[src/rtl/clksel_pkg.sv]
package clksel_pkg;
    localparam int CFG_W     = 32;
    localparam int BYTES     = CFG_W / 8;
    localparam int SEL_LSB   = 16;
    localparam int SEL_W     = 2;
    localparam int PRE_LSB   = 8;
    localparam int PRE_W     = 5;
    localparam int POST_LSB  = 4;
    localparam int POST_W    = 2;
    localparam int NUM_SRC   = 1 << SEL_W;
    localparam int PRE_SRC   = NUM_SRC - 1;
    localparam int RATIO_MAX = (1 << PRE_W) * (1 << POST_W);
    localparam int RATIO_W   = $clog2(RATIO_MAX + 1);
    localparam logic [CFG_W-1:0] CFG_MASK = CFG_W'(
        (((1 << SEL_W) - 1) << SEL_LSB) |
        (((1 << PRE_W) - 1) << PRE_LSB) |
        (((1 << POST_W) - 1) << POST_LSB));

    typedef enum logic [1:0] {
        ST_RUN  = 2'd0,
        ST_STOP = 2'd1,
        ST_ARM  = 2'd2
    } run_state_t;
endpackage

[src/rtl/clksel_sync.sv]
module clksel_sync #(
    parameter int STAGES = 2
) (
    input  logic clk,
    input  logic rst_n,
    input  logic d,
    output logic q
);
    logic [STAGES-1:0] chain;

    always_ff @(posedge clk or negedge rst_n) begin
        if (!rst_n) chain <= '0;
        else        chain <= {chain[STAGES-2:0], d};
    end

    assign q = chain[STAGES-1];
endmodule

[src/rtl/clksel_cfg_reg.sv]
module clksel_cfg_reg
    import clksel_pkg::*;
(
    input  logic             clk,
    input  logic             rst_n,
    input  logic             wr_en,
    input  logic [BYTES-1:0] wr_be,
    input  logic [CFG_W-1:0] wr_data,
    output logic [CFG_W-1:0] cfg
);
    logic [7:0] byte_q [BYTES];

    for (genvar b = 0; b < BYTES; b++) begin : g_byte
        always_ff @(posedge clk or negedge rst_n) begin
            if (!rst_n)
                byte_q[b] <= '0;
            else if (wr_en && wr_be[b])
                byte_q[b] <= wr_data[b*8 +: 8] & CFG_MASK[b*8 +: 8];
        end
        assign cfg[b*8 +: 8] = byte_q[b];
    end
endmodule

[src/rtl/clksel_ratio.sv]
module clksel_ratio
    import clksel_pkg::*;
(
    input  logic [SEL_W-1:0]   sel,
    input  logic [PRE_W-1:0]   pre,
    input  logic [POST_W-1:0]  post,
    output logic [RATIO_W-1:0] ratio
);
    logic [RATIO_W-1:0] pre_f, post_f;

    always_comb begin
        pre_f  = (sel == SEL_W'(PRE_SRC)) ? RATIO_W'(pre) + RATIO_W'(1)
                                           : RATIO_W'(1);
        post_f = RATIO_W'(post) + RATIO_W'(1);
        ratio  = pre_f * post_f;
    end
endmodule

[src/rtl/clksel_prediv.sv]
module clksel_prediv
    import clksel_pkg::*;
#(
    parameter int SYNC_STAGES = 2
) (
    input  logic               clk,
    input  logic               rst_n,
    input  logic [NUM_SRC-1:0] src_clk,
    input  logic               wr_en,
    input  logic [BYTES-1:0]   wr_be,
    input  logic [CFG_W-1:0]   wr_data,
    output logic [CFG_W-1:0]   rd_data,
    output logic               clk_o,
    output logic [RATIO_W-1:0] ratio_o
);
    logic [NUM_SRC-1:0] src_s;
    logic [CFG_W-1:0]   cfg_q;
    logic [SEL_W-1:0]   req_sel, act_sel_q, ratio_sel;
    logic [PRE_W-1:0]   req_pre;
    logic [POST_W-1:0]  req_post;
    logic [RATIO_W-1:0] ratio_q, cnt_q, ratio_new;
    logic               out_q, lvl_q, lvl_now, edge_seen, last_edge;
    logic               boundary, switch_req;
    run_state_t         state_q, state_d;

    for (genvar gi = 0; gi < NUM_SRC; gi++) begin : g_sync
        clksel_sync #(.STAGES(SYNC_STAGES)) u_sync (
            .clk   (clk),
            .rst_n (rst_n),
            .d     (src_clk[gi]),
            .q     (src_s[gi])
        );
    end

    clksel_cfg_reg u_cfg (
        .clk     (clk),
        .rst_n   (rst_n),
        .wr_en   (wr_en),
        .wr_be   (wr_be),
        .wr_data (wr_data),
        .cfg     (cfg_q)
    );

    assign req_sel  = cfg_q[SEL_LSB  +: SEL_W];
    assign req_pre  = cfg_q[PRE_LSB  +: PRE_W];
    assign req_post = cfg_q[POST_LSB +: POST_W];

    // In STOP the incoming source decides whether the prescaler counts.
    assign ratio_sel = (state_q == ST_STOP) ? req_sel : act_sel_q;

    clksel_ratio u_ratio (
        .sel   (ratio_sel),
        .pre   (req_pre),
        .post  (req_post),
        .ratio (ratio_new)
    );

    assign lvl_now    = src_s[act_sel_q];
    assign edge_seen  = lvl_now ^ lvl_q;
    assign last_edge  = edge_seen && (cnt_q == ratio_q - 1'b1);
    assign boundary   = last_edge && !out_q;
    assign switch_req = (req_sel != act_sel_q);

    always_comb begin
        state_d = state_q;
        unique case (state_q)
            ST_RUN:  if (boundary && switch_req) state_d = ST_STOP;
            ST_STOP: state_d = ST_ARM;
            ST_ARM:  if (!lvl_now) state_d = ST_RUN;
            default: state_d = ST_RUN;
        endcase
    end

    always_ff @(posedge clk or negedge rst_n) begin
        if (!rst_n) state_q <= ST_RUN;
        else        state_q <= state_d;
    end

    always_ff @(posedge clk or negedge rst_n) begin
        if (!rst_n) begin
            act_sel_q <= '0;
            ratio_q   <= RATIO_W'(1);
            cnt_q     <= '0;
            out_q     <= 1'b0;
            lvl_q     <= 1'b0;
        end else begin
            lvl_q <= lvl_now;
            unique case (state_q)
                ST_RUN: begin
                    if (edge_seen) begin
                        if (!last_edge) begin
                            cnt_q <= cnt_q + 1'b1;
                        end else begin
                            cnt_q <= '0;
                            if (out_q) begin
                                out_q <= 1'b0;
                            end else if (!switch_req) begin
                                out_q   <= 1'b1;
                                ratio_q <= ratio_new;
                            end
                        end
                    end
                end
                ST_STOP: begin
                    act_sel_q <= req_sel;
                    ratio_q   <= ratio_new;
                    out_q     <= 1'b0;
                end
                ST_ARM:  cnt_q <= '0;
                default: cnt_q <= '0;
            endcase
        end
    end

    assign rd_data = cfg_q;
    assign clk_o   = out_q;
    assign ratio_o = ratio_q;
endmodule

[config.mk]
export PLATFORM = sky130hd
export DESIGN_NAME = clksel_prediv
export DESIGN_NICKNAME = d
export VERILOG_FILES = /design/src/rtl/clksel_pkg.sv /design/src/rtl/clksel_sync.sv /design/src/rtl/clksel_cfg_reg.sv /design/src/rtl/clksel_ratio.sv /design/src/rtl/clksel_prediv.sv
export SDC_FILE = /design/constraint.sdc
export NUM_CORES = 1
export LEC_CHECK = 0
export ABC_AREA = 1
export CORE_MARGIN = 2
export CORE_UTILIZATION = 45
export DETAILED_ROUTE_END_ITERATION = 8
export DONT_BUFFER_PORTS = 1
export HOLD_SLACK_MARGIN = 0.03
export SETUP_SLACK_MARGIN = 0.4
export SLEW_MARGIN = 20
export SYNTH_ARGS = -nofsm -noshare
export SYNTH_HDL_FRONTEND = slang
export SYNTH_SLANG_ARGS = --single-unit
[constraint.sdc]
create_clock -name clk -period 5.38 [get_ports clk]
set_input_delay 0.807 -clock clk [delete_from_list [all_inputs] [get_ports clk]]
set_output_delay 0.807 -clock clk [all_outputs]
set_load 0.1 [all_outputs]
### After elaboration in Yosys (flattened, before gate mapping)

Cells that the tools add are included.

* $lt $le $gt $ge: 1
* add/subtract/negate cells: 4
* reductions and logical operators: 13
* mux-type cells: 20
* $mul: 1
* equal/unequal tests: 11
* bitwise gates (word level): 2

Operators by type and width (count)
* $mux 8: 7
* $pmux 8 s2: 2
* $ne 2x2->1 const B: 6
* $add 8x1->8 const B: 1
* $eq 8x8->1: 1
* $mul 8x8->8: 1
* $sub 8x1->8 const B: 1
* $add 5x1->6 const B: 1
* $logic_and 1x1->1: 6
* $mux 2: 3
* $pmux 2 s3: 1
* $mux 1: 5
* $reduce_and 5->1: 1
* $eq 2x2->1 const B: 2
* $reduce_and 2->1: 2
* $add 2x1->3 const B: 1
* $lt 2x3->1 const B: 1
* $reduce_and 3->1: 1
* $bmux 1 s2: 1
* $eq 2x1->1 const B: 1
* $logic_not 2->1: 1
* $ne 2x2->1: 1
* $pmux 1 s2: 1
* $reduce_bool 2->1: 1
* other kinds (3): 3

* logic and storage cells: 65
* input port bits: 43
* register bits: 39
* output and inout bits: 41

### Logic depth before layout (Yosys ltp)

Gate-level depths: netlist of run 1.

* depth after elaboration: 10
* depth in mapped cells: 18
* depth with buffers taken out: 18

### Cells and area by module

A second synthesis of run 1 with hierarchy kept.

* cells, all modules: 388
* area, all modules: 2808.9 µm²

By module, submodules not included
* clksel_prediv: cells an instance 221, times used 1, seq. area each 551.8 µm², area an instance 1480.2 µm²
* clksel_ratio: cells an instance 95, times used 1, seq. area each 0.0 µm², area an instance 591.8 µm²
* clksel_cfg_reg: cells an instance 64, times used 1, seq. area each 225.2 µm², area an instance 536.8 µm²
* clksel_sync: cells an instance 2, times used 4, seq. area each 50.0 µm², area an instance 50.0 µm²

### Worst setup path before layout of run 1

Ideal clock, no wire load.

* path kind: register to register
* start: register u_cfg.byte_q, in the netlist u_cfg.cfg[17]
* end: register ratio_q[6], in the netlist ratio_o[6]
* buffers on the path: 0
* setup slack: 1880 ps
* clock period less this slack: 3500 ps
* data required time: 5258 ps
* setup time: 122 ps
* stages on the path, launching flop included: 17
* data arrival time: 3378 ps
* cell sequence: dfrtp_1 > inv_1 > nand3_1 > nand2_1 > nor2_4 > inv_1 > nor3_1 > inv_1 > nor2_1 > fa_1 > ha_1 > fa_1 > nand3_1 > nand2_1 > xor2_1 > nand3_1 > nand2_1

* word-level cells in the longest chain between the ends: 9
* elaborated cells between the ends (all ways): 12
* those cells by class: 1 x mul; 3 x eq/ne; 7 x mux; 1 x reduce/logical

RTL lines
* start: declaration: line clksel_cfg_reg.sv:11 `logic [7:0] byte_q [BYTES];`
* start signal: indexed assignment: line clksel_cfg_reg.sv:18 `byte_q[b] <= wr_data[b*8 +: 8] & CFG_MASK[b*8 +: 8];`
* $mux 2
* $eq 2x2->1: line clksel_ratio.sv:12 `pre_f = (sel == SEL_W'(PRE_SRC)) ? RATIO_W'(pre) + RATIO_W'(1)`
* $mux 8: line clksel_ratio.sv:12
* $mul 8x8->8: line clksel_ratio.sv:15 `ratio = pre_f * post_f;`
* $mux 8: line clksel_prediv.sv:97 `end else if (!switch_req) begin`
* $mux 8: line clksel_prediv.sv:95 `if (out_q) begin`
* $mux 8: line clksel_prediv.sv:91 `if (!last_edge) begin`
* $mux 8: line clksel_prediv.sv:90 `if (edge_seen) begin`
* $pmux 8 s2: line clksel_prediv.sv:88 `unique case (state_q)`
* end signal: assignment: line clksel_prediv.sv:99 `ratio_q <= ratio_new;`
* end signal: assignment: line clksel_prediv.sv:106 `ratio_q <= ratio_new;`
* end: declaration: line clksel_prediv.sv:21 `logic [RATIO_W-1:0] ratio_q, cnt_q, ratio_new;`

Several ways; a longest one is shown, not always the timed one. The select of a mux whose other input is x is not followed.
A chain may end at the register's enable or synchronous reset.

### Worst setup path after layout of run 1

* start: register u_cfg.byte_q, in the netlist u_cfg.cfg[16]
* end: register ratio_q[6], in the netlist ratio_o[6]

The elaborated chain is that of the path after synthesis.

==> metrics.txt, run 1 <==
final hold slack=0.194 ns; Slew headroom=25.8%; # hold bufs at CTS=0; Metal-1 WL=2410 um; GR Overflow Total=0; worst setup path endpoint=ratio_o[6]; Die Span Y=82.0 um; #FFs+latches synth=39; critical path class=reg2reg; post-DP HPWL=4010 um; Final Critical Period=3.72 ns; distinct cell type count after synthesis=29; vias in the first global route=approximately 2000; top_reg_cell synth=dfrtp_1; Synth area leaders=dfrtp_1 (35%), nand2_1 (14%), inv_1 (6.4%); Final ANT Viol Nets=0; Ports=84; Port Buffers=0; status=completed; Vias/cell=4.77; setup_tns=0 ns; TritonCTS clock tree=yes; Worst VDD drop=between 200 and 250 uV; Die X=82.0 um; worst path cell trace=nand3b_1 > nand2_1 > nor2_4 > inv_1 > nor3_1 > inv_1 > nor2_1 > fa_1 > ha_1 > fa_1 > nand3_1 > nand2_1 > xor2_1 > nand3_1 > nand2_1; fmax=269 MHz; Data arrival, critical path=3.91 ns; Least-Margin Pin Slew=1.11 ns; Crit-path slowest cell=dfrtp_1; CP startpoint kind=flop; Hold Path Class=in2async; Syn. warnings=0; utilization after layout=48.6%; CP Launch Point=u_cfg.cfg[16]; Fillers=590; CP Capture Type=flop; Crit path max-delay family=simple AND/OR/NAND/NOR gates; EDFF count, synth=0; clock buffer depth=2; crit-path max FO=9; CTS sink count=39; met2 WL post-DR=2350 um; slowest stage delay, CP=about 0.98 ns; Routability Congestion=0.822; Rows=28; power density cells=314 nW/um^2; R2R cell count=15; CTS Root Cell=clkbuf_8; layout cells sized above 1=~10%; top cells by count, synth=nand2_1 (105), inv_1 (47), dfrtp_1 (38); largest area contributor in the netlist=dfrtp_1; most frequent cell after synthesis=nand2_1; area of the multi-input gates=1470 sq um; Max Clock Skew=~0.0044 ns; Routed WL per cell=11.7 um; Post-synth ARST share=100%; max_cap viols=0; DR WL met3=377 um; effective utilization at floorplan=46.6%; RSZ-0062 raised after global routing=false; initial antenna violation count=0; Critical Path RT=between 5 and 6 ns; Core ar.=5890 sq um; largest net degree at the start of global routing=40; nets=about 430; Syn Std Cell Area=2740 sq um; sequential area share after synthesis=35.7%; die area=6730 sq um; Synth Area per Inst=7.61 sq um; P_leak=0.00161 uW; Final Hold Viols=0; post-synthesis cell count=360; most used cell, CP=nand2_1; post_cts resized=0; FF+latch area=roughly 980 sq um; Crit path buffers/inverters=2; 1st-pass router iterations=4; Area Growth Syn to Fin=4.34%; Stages on worst setup path=15; Worst-path clk slew=0.08 ns; post-route clock period utilization=69.1%; reg2reg setup slack=roughly 1.7 ns; worst skew pair latency=0.30 ns; via count=2113; top cell type's share of synthesized area=34.7%; DRC=0; reg-to-reg startpoint=u_cfg.cfg[16]; Final setup viols=0; setup bufs post-CTS=0; final WL=5200 um; first-pass GRT wire length=8880 um; n_diodes=0; Slew Viols, Final=0; RR Endpoint=ratio_o[6]; Num CTS Buffers=5; H-tree depth=2; initial DRC count=around 110; Total GRT Usage=roughly 17%; highest routed layer=met4
## logic make-up after synthesis
family	synth area share, %
compound gates	3.43
xor+xnor	3.84
fa+ha+maj	8.68
buf+inv	13.8
flops	35.7
mux	2.05
other cells	0.137
simple gates	32.4
## per-stage QoR
stage	total power, uW	worst slack, ns	cell area [sq um]	instances
2_1_floorplan	626	1.88	2820	382
3_3_place_gp	647	1.68	2740	435
3_5_place_dp	650	1.66	2740	435
4_1_cts	903	1.63	2860	443
5_1_grt	949	1.43	2860	443
6_report	898	1.66	2860	443
## flip-flops by register name, summed over array words and instances, names as in the netlist
register and count:
act_sel_q 2, u_cfg.cfg 9, clk_o 1, state_q 2, cnt_q 8, g_sync.u_sync.chain 8, ratio_o 8, lvl_q 1
## routing by layer
layer	up-vias	GRT usage, %
met5	-	0
met4	0	4.83
met3	8	5.38
met2	69	28.1
met1	935	21.7
li1	1101	-
## worst reg2reg max path, stage by stage, from the launching register on
cell      delay (ns)
dfrtp_1         0.98
nand3b_1        0.20
nand2_1         0.10
nor2_4          0.19
inv_1           0.10
nor3_1          0.22
inv_1           0.10
nor2_1          0.13
fa_1            0.45
ha_1            0.26
fa_1            0.42
nand3_1         0.10
nand2_1         0.06
xor2_1          0.14
nand3_1         0.08
nand2_1         0.05
## worst min path at each step
stage | from | end | slack [ns] | depth (start not counted)
after floorplan | g_sync[0].u_sync.chain[0] | g_sync[0].u_sync.chain[1] | 0.33 | 0
after global placement | g_sync[2].u_sync.chain[0] | g_sync[2].u_sync.chain[1] | 0.33 | 0
after detailed placement | g_sync[1].u_sync.chain[0] | g_sync[1].u_sync.chain[1] | 0.34 | 0
after CTS | rst_n | cnt_q[2] | 0.18 | 0
after global routing | rst_n | cnt_q[2] | 0.16 | 0
final | rst_n | g_sync[1].u_sync.chain[1] | 0.19 | 0
## report_power, final
part           total [uW]  internal [uW]  leakage [uW]  switching (uW)
combinational         230           58.3       0.00107             172
clock                 253            140     0.0000548             114
sequential            415            323      0.000487            91.7
## cells in the final DEF, fill, tap and decap left out, types with 6 or more instances in the layout
master     n
nand4_1    9
dfrtp_1   38
nand3_1   30
nand2_1  105
a21oi_1   10
xor2_1     9
o21ai_0    6
ha_1      11
conb_1    23
nor2_1    26
inv_1     47
## area by class of cell
type                    count  area share (%)
well taps                  75            3.28
flip-flops and latches     39            34.2
clock buffers               5            2.41
repair buffers              2           0.525
inverters                  51            6.70
clock inverters             3            1.62
multi-input cells         268            51.3
(Power assumes the default switching activity.)
==> inputs of run 2 (changes only) <==
Clock period 5.38 ns to 3.05 ns, I/O delays scaled along.
==> metrics.txt, run 2 (synthesis results as in run 1) <==
status=completed (unchanged); Hold Path Class=in2reg (was in2async); GR Overflow Total=0 (unchanged); Final Critical Period=2.78 ns (was 3.72 ns); clock buffer depth=2 (unchanged); final WL=5360 um (was 5200 um); layout cells sized above 1=23.1% (was 10.1%); Final ANT Viol Nets=0 (unchanged); dpl cell area=2940 sq um (was 2740 sq um); setup_tns=0 ns (unchanged); commonest non-fill, non-tap cell in the layout=nand2_1 (unchanged); P_leak=0.00174 uW (was 0.00161 uW); Ports=84 (unchanged); Vias/cell=4.72 (was 4.77); Port Buffers=0 (unchanged); Area Growth Syn to Fin=16.8% (was 4.34%); n_diodes=0 (unchanged); fmax=359 MHz (was 269 MHz); post-route cell area=3200 sq um (was 2860 sq um); CP startpoint kind=flop (unchanged); DRC=0 (unchanged); reg2reg setup slack=0.27 ns (was 1.66 ns); post-route clock period utilization=91.3% (was 69.1%); die area=6730 sq um (unchanged); Worst-path clk slew=0.08 ns (about the same); Critical Path RT=3.24 ns (was 5.57 ns); Total GRT Usage=17.3% (was 17.1%); post-DP HPWL=4080 um (was 4010 um); critical path class=reg2reg (unchanged); RSZ-0062 raised after global routing=true (was false); CP Capture Type=flop (unchanged); Max Clock Skew=0.00393 ns (was 0.00443 ns); GRT met2 Usage=28.0% (was 28.1%); Worst VDD drop=376 uV (was 245 uV); met3 Use GR=4.29% (was 5.38%); TritonCTS clock tree=yes (unchanged); Fillers=573 (was 590); busiest layer in global routing=met2 (unchanged); max_cap viols=0 (unchanged); number of flip-flops in the largest register=9 (unchanged); Die Span Y=82.0 um (unchanged); Slew headroom=58.4% (was 25.8%); Routability Congestion=0.803 (was 0.822); power density cells=510 nW/um^2 (was 314 nW/um^2); Data arrival, critical path=2.97 ns (was 3.91 ns); Die X=82.0 um (unchanged); initial DRC count=84 (was 109); Num CTS Buffers=5 (unchanged); Routed WL per cell=11.4 um (was 11.7 um); effective utilization at floorplan=46.6% (unchanged); CTS sink count=39 (unchanged); H-tree depth=2 (unchanged); Final setup viols=0 (unchanged); Rows=28 (unchanged); worst skew pair latency=0.30 ns (about the same); Core ar.=5890 sq um (unchanged); via count=2214 (was 2113); Slew Viols, Final=0 (unchanged); first-pass GRT wire length=8940 um (was 8880 um); commonest cells after routing, fill and taps aside=nand2_1 (102), inv_1 (43), nand3_1 (30) (was nand2_1 (105), inv_1 (47), dfrtp_1 (38)); Final Hold Viols=0 (unchanged); Least-Margin Pin Slew=0.622 ns (was 1.11 ns); CTS Root Cell=clkbuf_8 (unchanged); vias in the first global route=1993 (was 2029); largest net degree at the start of global routing=40 (unchanged); 1st-pass router iterations=4 (unchanged); met1 Use GR=23.0% (was 21.7%); nets=452 (was 426); initial antenna violation count=0 (unchanged); crit-path max FO=5 (was 9)
run 2: changes by cell type in the layout (fill, tap and decap cells not counted), moves of 5 or more:
cell and change:
buf_4 +23, nor2_1 -5, dfrtp_2 +5, dfrtp_1 -9
run 2: what timing repair did:
item / 4_1_cts / 5_1_grt
hold buffers: 2 / 0
endpoints found under the setup margin: 5 / 5
setup buffers: 4 / 2
gates resized for setup: 5 / 10
pin swaps: 3 / 8
endpoints found under the hold margin: 39 / 0
run 2: per-layer routing:
| layer | vias up | wire length, um |
|---|---|---|
| li1 | 1156 | - |
| met1 | 995 | 2520 |
| met2 | 57 | 2480 |
| met3 | 6 | 306 |
| met4 | 0 | 49 |
| met5 | - | 0 |
run 2: area by class of cell:
type	count	area [sq um]	area share, %
repair buffers	28	229	7.16
multi-input cells	268	1570	49.1
well taps	75	93.8	2.93
clock inverters	3	47.5	1.49
inverters	51	191	5.98
flip-flops and latches	39	998	31.2
clock buffers	5	68.8	2.15
run 2: critical path, stage by stage (launching register included):
cell and delay [ns]:
dfrtp_1 0.40, inv_2 0.09, nand2_2 0.07, nand2_2 0.06
nand2_2 0.07, nor2_4 0.16, inv_2 0.08, nor3_4 0.15
inv_2 0.08, nor2_4 0.09, fa_1 0.43, ha_4 0.19
fa_2 0.36, nand3_1 0.09, nand2_1 0.06, xor2_1 0.14
nand3_1 0.09, nand2_1 0.06
run 2: path summary, 6_finish.rpt:
| kind | from | to | cells past startpoint |
|---|---|---|---|
| hold reg to reg | g_sync[2].u_sync.chain[0] | g_sync[2].u_sync.chain[1] | 0 |
| setup reg to reg | state_q[1] | ratio_o[6] | 17 |
| hold / removal | src_clk[1] | g_sync[1].u_sync.chain[0] | 0 |
| max in group asynchronous | rst_n | ratio_o[0] | 2 |
| setup / recovery | state_q[1] | ratio_o[6] | 17 |
| min in group asynchronous | rst_n | cnt_q[3] | 2 |
run 2: metrics by stage:
stage | hold WS, ns | power [uW] | instances | utilization, % | setup slack (ns)
finish | 0.181 | 1630 | 469 | 54.4 | 0.267
global placement | 0.163 | 1170 | 453 | 50.0 | 0.184
global route | 0.157 | 1730 | 469 | 54.4 | 0.0820
floorplan | 0.162 | 1120 | 382 | - | 0.209
CTS | 0.165 | 1650 | 467 | 53.5 | 0.233
detailed placement | 0.163 | 1180 | 453 | 50.0 | 0.143
run 2: where the power goes:
| group | internal [uW] | switching [uW] |
|---|---|---|
| combinational | 127 | 420 |
| clock | 248 | 196 |
| sequential | 579 | 60.9 |
